===== src/rtl/presc_pkg.sv =====
package presc_pkg;
  localparam int REG_W      = 8;
  localparam bit SEL_CTL    = 1'b0;
  localparam bit SEL_CLR    = 1'b1;
  localparam int RUN_BIT    = 7;
  localparam int CLR_BIT    = 0;
endpackage


===== src/rtl/presc_regs.sv =====
module presc_regs
  import presc_pkg::*;
#(
  parameter int RATIO_W = 4
) (
  input  logic               clk,
  input  logic               rst_n,
  input  logic               we,
  input  logic               sel,
  input  logic [REG_W-1:0]   wdata,
  output logic               run_q,
  output logic [RATIO_W-1:0] ratio_q,
  output logic               run_d,
  output logic [RATIO_W-1:0] ratio_d,
  output logic               clr_pulse,
  output logic [REG_W-1:0]   rdata
);
  logic ctl_wr;
  logic unused_wbits;

  assign ctl_wr       = we && (sel == SEL_CTL);
  assign clr_pulse    = we && (sel == SEL_CLR) && wdata[CLR_BIT];
  assign unused_wbits = ^wdata;

  always_comb begin
    run_d   = run_q;
    ratio_d = ratio_q;
    if (ctl_wr) begin
      run_d = wdata[RUN_BIT];
      if (!run_q) ratio_d = wdata[RATIO_W-1:0];
    end
  end

  always_ff @(posedge clk or negedge rst_n) begin
    if (!rst_n) begin
      run_q   <= 1'b0;
      ratio_q <= '0;
    end else begin
      run_q   <= run_d;
      ratio_q <= ratio_d;
    end
  end

  always_comb begin
    rdata = '0;
    if (sel == SEL_CTL) begin
      rdata[RATIO_W-1:0] = ratio_q;
      rdata[RUN_BIT]     = run_q;
    end
  end

  AST_RATIO_FROZEN: assert property (@(posedge clk) disable iff (!rst_n)
    run_q |=> $stable(ratio_q));
endmodule


===== src/rtl/presc_div.sv =====
module presc_div #(
  parameter int RATIO_W = 4
) (
  input  logic               clk,
  input  logic               rst_n,
  input  logic               soft_rst,
  input  logic               run_q,
  input  logic [RATIO_W-1:0] ratio_q,
  input  logic               run_d,
  input  logic [RATIO_W-1:0] ratio_d,
  output logic               pulse
);
  localparam int CW = RATIO_W + 1;

  logic [CW-1:0] cnt_q, cnt_d, reload;

  always_comb begin
    if (ratio_d == '0) reload = '0;
    else               reload = {ratio_d, 1'b0} - CW'(1);
  end

  always_comb begin
    if (soft_rst || !run_q || !run_d || (cnt_q == '0)) cnt_d = reload;
    else                                              cnt_d = cnt_q - CW'(1);
  end

  always_ff @(posedge clk or negedge rst_n) begin
    if (!rst_n) cnt_q <= '0;
    else        cnt_q <= cnt_d;
  end

  assign pulse = run_q && (cnt_q == '0);

  AST_PULSE_GAP: assert property (@(posedge clk) disable iff (!rst_n)
    (pulse && ratio_q != '0 && !soft_rst) |=> !pulse);
  AST_BYPASS_ALL: assert property (@(posedge clk) disable iff (!rst_n)
    (run_q && ratio_q == '0) |-> pulse);
  AST_NO_EARLY: assert property (@(posedge clk) disable iff (!rst_n)
    ($rose(run_q) && ratio_q != '0) |-> !pulse);
endmodule


===== src/rtl/presc_fixdiv.sv =====
module presc_fixdiv #(
  parameter int DIV = 32
) (
  input  logic clk,
  input  logic rst_n,
  input  logic clr,
  output logic tick
);
  localparam int CW = $clog2(DIV);

  logic [CW-1:0] cnt_q, cnt_d;

  always_comb begin
    if (clr || cnt_q == CW'(DIV - 1)) cnt_d = '0;
    else                             cnt_d = cnt_q + CW'(1);
  end

  always_ff @(posedge clk or negedge rst_n) begin
    if (!rst_n) cnt_q <= '0;
    else        cnt_q <= cnt_d;
  end

  assign tick = (cnt_q == CW'(DIV - 1));

  AST_CLR_ZERO: assert property (@(posedge clk) disable iff (!rst_n)
    clr |=> (cnt_q == '0));
  AST_TICK_SINGLE: assert property (@(posedge clk) disable iff (!rst_n)
    tick |=> !tick);
endmodule


===== src/rtl/presc_top.sv =====
module presc_top
  import presc_pkg::*;
#(
  parameter int RATIO_W = 4,
  parameter int FIX_DIV = 32
) (
  input  logic             clk,
  input  logic             rst_n,
  input  logic             soft_rst,
  input  logic             reg_we,
  input  logic             reg_sel,
  input  logic [REG_W-1:0] reg_wdata,
  output logic [REG_W-1:0] reg_rdata,
  output logic             div_pulse,
  output logic             tick32
);
  logic [1:0]         rst_sync_q;
  logic               rst_int_n;
  logic               run_q, run_d, clr_pulse;
  logic [RATIO_W-1:0] ratio_q, ratio_d;

  always_ff @(posedge clk or negedge rst_n) begin
    if (!rst_n) rst_sync_q <= 2'b00;
    else        rst_sync_q <= {rst_sync_q[0], 1'b1};
  end
  assign rst_int_n = rst_sync_q[1];

  presc_regs #(.RATIO_W(RATIO_W)) u_regs (
    .clk(clk), .rst_n(rst_int_n), .we(reg_we), .sel(reg_sel), .wdata(reg_wdata),
    .run_q(run_q), .ratio_q(ratio_q), .run_d(run_d), .ratio_d(ratio_d),
    .clr_pulse(clr_pulse), .rdata(reg_rdata)
  );

  presc_div #(.RATIO_W(RATIO_W)) u_div (
    .clk(clk), .rst_n(rst_int_n), .soft_rst(soft_rst),
    .run_q(run_q), .ratio_q(ratio_q), .run_d(run_d), .ratio_d(ratio_d),
    .pulse(div_pulse)
  );

  presc_fixdiv #(.DIV(FIX_DIV)) u_fix (
    .clk(clk), .rst_n(rst_int_n), .clr(clr_pulse || soft_rst), .tick(tick32)
  );

  AST_SOFT_KEEPS_CTL: assert property (@(posedge clk) disable iff (!rst_int_n)
    (soft_rst && !reg_we) |=> ($stable(run_q) && $stable(ratio_q)));
  AST_STOPPED_QUIET: assert property (@(posedge clk) disable iff (!rst_int_n)
    $fell(run_q) |-> !div_pulse);
endmodule


===== config.mk =====
export PLATFORM = sky130hd
export DESIGN_NAME = presc_top
export DESIGN_NICKNAME = d
export VERILOG_FILES = /design/src/rtl/presc_pkg.sv /design/src/rtl/presc_regs.sv /design/src/rtl/presc_div.sv /design/src/rtl/presc_fixdiv.sv /design/src/rtl/presc_top.sv
export SDC_FILE = /design/constraint.sdc
export NUM_CORES = 1
export LEC_CHECK = 0
export ABC_AREA = 0
export CORE_MARGIN = 5
export CORE_UTILIZATION = 60
export DETAILED_ROUTE_END_ITERATION = 10
export DONT_BUFFER_PORTS = 1
export PLACE_DENSITY_LB_ADDON = 0.3
export SLEW_MARGIN = 5
export SYNTH_ARGS = -nofsm -noshare
export SYNTH_HDL_FRONTEND = slang
export SYNTH_SLANG_ARGS = --single-unit

===== constraint.sdc =====
create_clock -name clk -period 3.6 [get_ports clk]
set_input_delay 0.72 -clock clk [delete_from_list [all_inputs] [get_ports clk]]
set_output_delay 0.72 -clock clk [all_outputs]
set_load 0.02 [all_outputs]

==> results of run 1 <==
critical path: cells and delay by family, from the launching register on:
kind          cells  cell delay, ns
fa+ha+maj         1            0.19
buf+inv           1            0.06
flops             1            0.41
simple gates      2            0.88
sequential cells by signal (all words and copies together) (netlist names):
signal,flops
u_div.cnt_q,5
u_regs.run_q,1
u_regs.ratio_q,4
rst_sync_q,2
u_fix.cnt_q,5
where the power goes:
part | internal [uW] | switching [uW] | total (uW)
logic | 80.1 | 68.2 | 148
clock network | 41.3 | 59.3 | 101
registers | 229 | 40.5 | 270
total | 351 | 168 | 519
kinds of logic (layout without fill, tap and decap cells):
logic type	count (synthesis)	count (layout)	synth area share [%]
compound gates	12	12	9.48
fa+ha+maj	3	3	3.90
mux	8	8	9.87
other cells	2	4	0.780
buf+inv	6	6	4.29
simple gates	32	32	23.9
flops	17	17	44.2
xor+xnor	4	4	3.64
metrics by stage:
step	instance area, um2	hold slack [ns]	std cells
after CTS	985	0.102	102
after detailed placement	957	0.271	98
after floorplan	971	0.187	86
after global placement	957	0.261	98
final	985	0.116	102
after global routing	985	0.0795	102
final cells by class:
type / count / area, um2
Sequential cell: 17 / 425
Tap cell: 16 / 20.0
Clock buffer: 3 / 22.5
Inverter: 2 / 7.51
Multi-Input combinational cell: 63 / 504
Fill cell: 119 / 522
Clock inverter: 1 / 5.00
path summary, 6_finish.rpt:
check                                            to  slack [ns]  cells past startpoint
setup / recovery                          div_pulse        1.05                      4
hold / removal              rst_sync_q[0]$_DFF_PN0_        0.12                      0
setup reg to reg           u_div.cnt_q[3]$_DFF_PN0_        1.85                      6
hold reg to reg            u_fix.cnt_q[1]$_DFF_PN0_        0.24                      0
max in group asynchronous  u_div.cnt_q[3]$_DFF_PN0_        2.96                      0
min in group clk            rst_sync_q[1]$_DFF_PN0_        0.36                      0
per-layer routing:
metal	track usage [%]	up-vias	routed length, um
li1	-	294	-
met3	4.52	2	97
met1	15.9	314	627
met5	0	-	0
met2	24.7	15	864
met4	6.55	0	14
cell usage in the layout (no fill, tap or decap), types with 2 or more instances in the layout:
cell type,synthesis,layout
inv_1,2,2
xnor2_1,3,3
conb_1,2,4
nor2_1,7,7
mux2i_1,2,2
nor3_1,3,3
mux2_4,2,2
mux2_2,4,4
and2_1,4,4
nand2_1,2,2
a211oi_1,2,2
clkbuf_4,0,3
and2b_2,6,6
o21ai_0,3,3
nor3b_1,2,2
ha_1,3,3
dfrtp_1,17,17
==> qor.txt, run 1 <==
Status: finished clean
CTS resizes: 0
CP Data Arrival Time: 1.83 ns
CP Data Required Time: 2.88 ns
Final Hold Fails: 0
Cell area after synthesis: 963 um2
Post-route antenna net violation count: 0
Final net count: 103
Worst Tran Pin Value: 0.626 ns
Post-route setup TNS: 0 ns
Routed len/inst: 15.7 um
Fin util: 65.4%
Core Box Area: 1510 um2
Worst setup EP type: primary output
DRT Pass-1 Iters: 4
Most frequent cell after synthesis: dfrtp_1
Vias after detailed routing: 625
Die width: 50.1 um
Worst path slowest cell: nor4b_1
Largest net degree at the start of global routing: 16
IO Count: 23
Starting Density: 64.0%
Tmin final: 2.55 ns
Die area: 2510 um2
Crit path largest cell delay: 0.54 ns
Normalized max-slew margin: 57.7%
CTS hold repair buffers: 0
Area delta synth->final: 2.21%
Clock Latency Late Sink: 0.29 ns
N_diodes: 0
Reg clk slew, reported paths: 0.09 ns
Overall die height: 50.1 um
Number of global-route vias before repair: 618
Routability cong.: 0.772
FF-to-FF Start: u_div.cnt_q[0]$_DFF_PN0_
Static Leakage: 0.000436 uW
Post-CTS Setup Inserts: 0
Yosys top cell area share: 44.2%
Clk_skew: 0.00506 ns
Total power: 519 uW
RSZ-0062 raised after global routing: no
Port bufs: 0
Gr usage total: 14.4%
Setup WS pre-CTS: 1.33 ns
Initial DRC count: 8
Crit path cell chain: inv_1 -> ha_1 -> nor4b_1 -> and2_1
CTS tree: yes
Yosys reg bits: 17
Synth Area per Inst: 11.5 um2
Cells after synthesis: 84
Crit path max fanout: 3
Seq/Total Area, Yosys: 44.2%
Clock buffer depth: 2
Min-delay worst type: primary input to async pin
Post-synth ARST share: 100%
Final WS setup: 1.05 ns
Routed WL: 1600 um
GRT overflow: 0
VDD IR max: 0.253 mV
Ys Warns: 0
Leading area contributor after synthesis: dfrtp_1
Fraction of layout cells with a size suffix above 1: 24.4%
Period utilization: 70.7%
Crit path from: u_div.cnt_q[0]$_DFF_PN0_
Critical setup path kind: register to primary output
Final Setup Violations: 0
H-tree levels: 1
Initial antenna violation count: 0
Synth cell types: 34
Max-cap violations: 0
Ys flop type: dfrtp_1
TritonCTS Buffers: 3
Synth area leaders: dfrtp_1 44%, and2b_2 5.5%, mux2_2 4.7%
Clock root cell: clkbuf_4
TritonCTS Sinks: 17
Pwr dens: 527 nW/um2
Via density: 6.13
# rows: 14
Post-synth EDFFs: 0
Post-synth top cells: 17 x dfrtp_1, 7 x nor2_1, 6 x and2b_2
First-pass GRT wire length: 2780 um
Fin. max-slew vios: 0
Max frequency: 393 MHz
Startpoint types: register
DRC viols: 0
Power figures use the tool's default switching activity.
==> run 2, diff against run 1 <==
- ABC_AREA: 0 -> 1
- clock period: 3.6 -> 2.46 ns (I/O delays scaled with it)
==> run 2 against run 1 <==
Net effect: combinational power grew 74%; flip-flop and latch count is the same; design area up 3.0%; core utilization up 1.2 points; critical path type unchanged; largest cell class unchanged; largest power group unchanged; highest routed layer unchanged.
==> qor.txt, run 2 <==
Status: finished clean
DRC viols: 0
Final Hold Fails: 0
CP Data Arrival Time: 1.40 ns
Min-delay worst type: register to async pin
Die area: 2510 um2
Fraction of layout cells with a size suffix above 1: 16.4%
Tmin final: 1.89 ns
Vias after detailed routing: 748
TritonCTS Sinks: 17
Placed Area: 977 um2
Placed wire-length estimate: 1330 um
Routability cong.: 0.757
Post-synth EDFFs: 0
Core Box Area: 1520 um2
Max frequency: 529 MHz
TritonCTS Buffers: 3
Yosys reg bits: 17
CTS resizes: 0
Synth area leaders: dfrtp_1 44%, nand2_1 11%, nor2_1 6.6%
Synth Area per Inst: 7.84 um2
Reg2reg end: u_fix.cnt_q[2]$_DFF_PN0_
Ys flop type: dfrtp_1
DRT Pass-1 Iters: 4
Number of global-route vias before repair: 684
Port bufs: 0
Cell area after synthesis: 965 um2
Filler cells: 133
Worst r2r path cells: 7
Normalized max-slew margin: 60.2%
GRT overflow: 0
Routed len/inst: 11.8 um
Startpoint types: register
# rows: 14
RSZ-0062 raised after global routing: no
Most frequent cell after synthesis: nand2_1
Leading area contributor after synthesis: dfrtp_1
Yosys top cell area share: 44.1%
Clock root cell: clkbuf_4
CTS tree: yes
Cells after synthesis: 123
Starting Density: 63.3%
Crit path max fanout: 3
Post-synth ARST share: 100%
Initial DRC count: 19
N_diodes: 0
Routed WL: 1700 um
Synth cell types: 27
Clk_skew: 0.0135 ns
Post-route antenna net violation count: 0
Pwr dens: 776 nW/um2
Clock buffer depth: 2
FF-to-FF Start: u_fix.cnt_q[0]$_DFF_PN0_
Post-route setup TNS: 0 ns
Final instance count without filler cells: 144
Critical setup path kind: register to primary output
Register-to-register setup slack: 0.88 ns
IO Count: 23
Largest net degree at the start of global routing: 16
Max-cap violations: 0
Most frequent cells in the layout: 28 x nand2_1, 17 x nor2_1, 17 x dfrtp_1
Worst Tran Pin Value: 0.597 ns
Gr usage total: 14.7%
Static Leakage: 0.000530 uW
Commonest non-fill, non-tap cell in the layout: nand2_1
CP Data Required Time: 1.97 ns
Fin. max-slew vios: 0
Reg clk slew, reported paths: 0.11 ns
Initial antenna violation count: 0
Fin util: 66.6%
Die width: 50.1 um
Seq/Total Area, Yosys: 44.1%
Clock Latency Late Sink: 0.29 ns
First-pass GRT wire length: 2860 um
Overall die height: 50.1 um
Final Setup Violations: 0
Placed insts: 139
Largest regs: u_div.cnt_q x5, u_fix.cnt_q x5, u_regs.ratio_q x4
Via density: 5.19
Final net count: 145
Worst setup EP type: primary output
H-tree levels: 1
Area delta synth->final: 5.19%
VDD IR max: 0.531 mV
Period utilization: 76.8%
Ys Warns: 0
Post-synth top cells: 28 x nand2_1, 17 x dfrtp_1, 17 x nor2_1
Fin area: 1010 um2
==> run 2: logic make-up after synthesis <==
kind of cell,synth area share (%)
AND/OR/NAND/NOR,34.1
flip-flops,44.1
adder cells (fa/ha/maj),3.89
other,0.779
XOR/XNOR,0.908
buffers and inverters,9.34
AO/OA/AOI/OAI,6.87
==> run 2: critical path, stage by stage, from the launching register on <==
cell and delay [ns]:
dfrtp_1 0.42, inv_1 0.09, ha_1 0.18, nand2_1 0.10
nor3_1 0.15, buf_4 0.17
==> run 2: worst max path at each step <==
| stage | from | to | slack (ns) | cells after the start |
|---|---|---|---|---|
| 2_1_floorplan | u_div.cnt_q[0]$_DFF_PN0_ | div_pulse | 0.82 | 4 |
| 5_1_grt | u_div.cnt_q[0]$_DFF_PN0_ | div_pulse | 0.46 | 5 |
| 3_5_place_dp | u_fix.cnt_q[0]$_DFF_PN0_ | u_fix.cnt_q[2]$_DFF_PN0_ | 0.90 | 7 |
| 6_report | u_div.cnt_q[0]$_DFF_PN0_ | div_pulse | 0.57 | 5 |
| 3_3_place_gp | u_div.cnt_q[0]$_DFF_PN0_ | div_pulse | 0.90 | 5 |
| 4_1_cts | u_div.cnt_q[0]$_DFF_PN0_ | div_pulse | 0.55 | 5 |
==> run 2: cell type report <==
| type | instances | area [um2] | area share, % |
|---|---|---|---|
| multi-input cells | 87 | 457 | 45.0 |
| flip-flops and latches | 17 | 425 | 41.9 |
| inverters | 18 | 67.6 | 6.66 |
| clock buffers | 3 | 22.5 | 2.22 |
| well taps | 16 | 20.0 | 1.97 |
| repair buffers | 2 | 17.5 | 1.73 |
| clock inverters | 1 | 5.00 | 0.493 |
==> run 2: metal layers <==
layer	up-vias	part of all wire, %	global-route usage, %
met5	-	0	0
met4	0	1.6	6.55
met3	4	7.3	3.31
met2	22	48	24.1
met1	336	43	18.1
li1	386	-	-
==> run 2: power by group <==
group	internal [uW]	leakage, uW	switching (uW)
logic	94.3	0.000299	163
registers	335	0.000213	49.1
clock network	60.4	0.0000177	86.7
==> run 2: through the flow <==
| stage | worst slack [ns] | total power (uW) | hold WS (ns) |
|---|---|---|---|
| finish | 0.570 | 788 | 0.252 |
| global route | 0.458 | 853 | 0.324 |
| CTS | 0.554 | 793 | 0.273 |
| detailed placement | 0.901 | 642 | 0.196 |
| global placement | 0.896 | 627 | 0.196 |
| floorplan | 0.825 | 593 | 0.187 |
==> run 2: repair_timing <==
item	4_1_cts	5_1_grt
endpoints found under the hold margin	2	0
buffers inserted	0	0
hold buffers	1	0
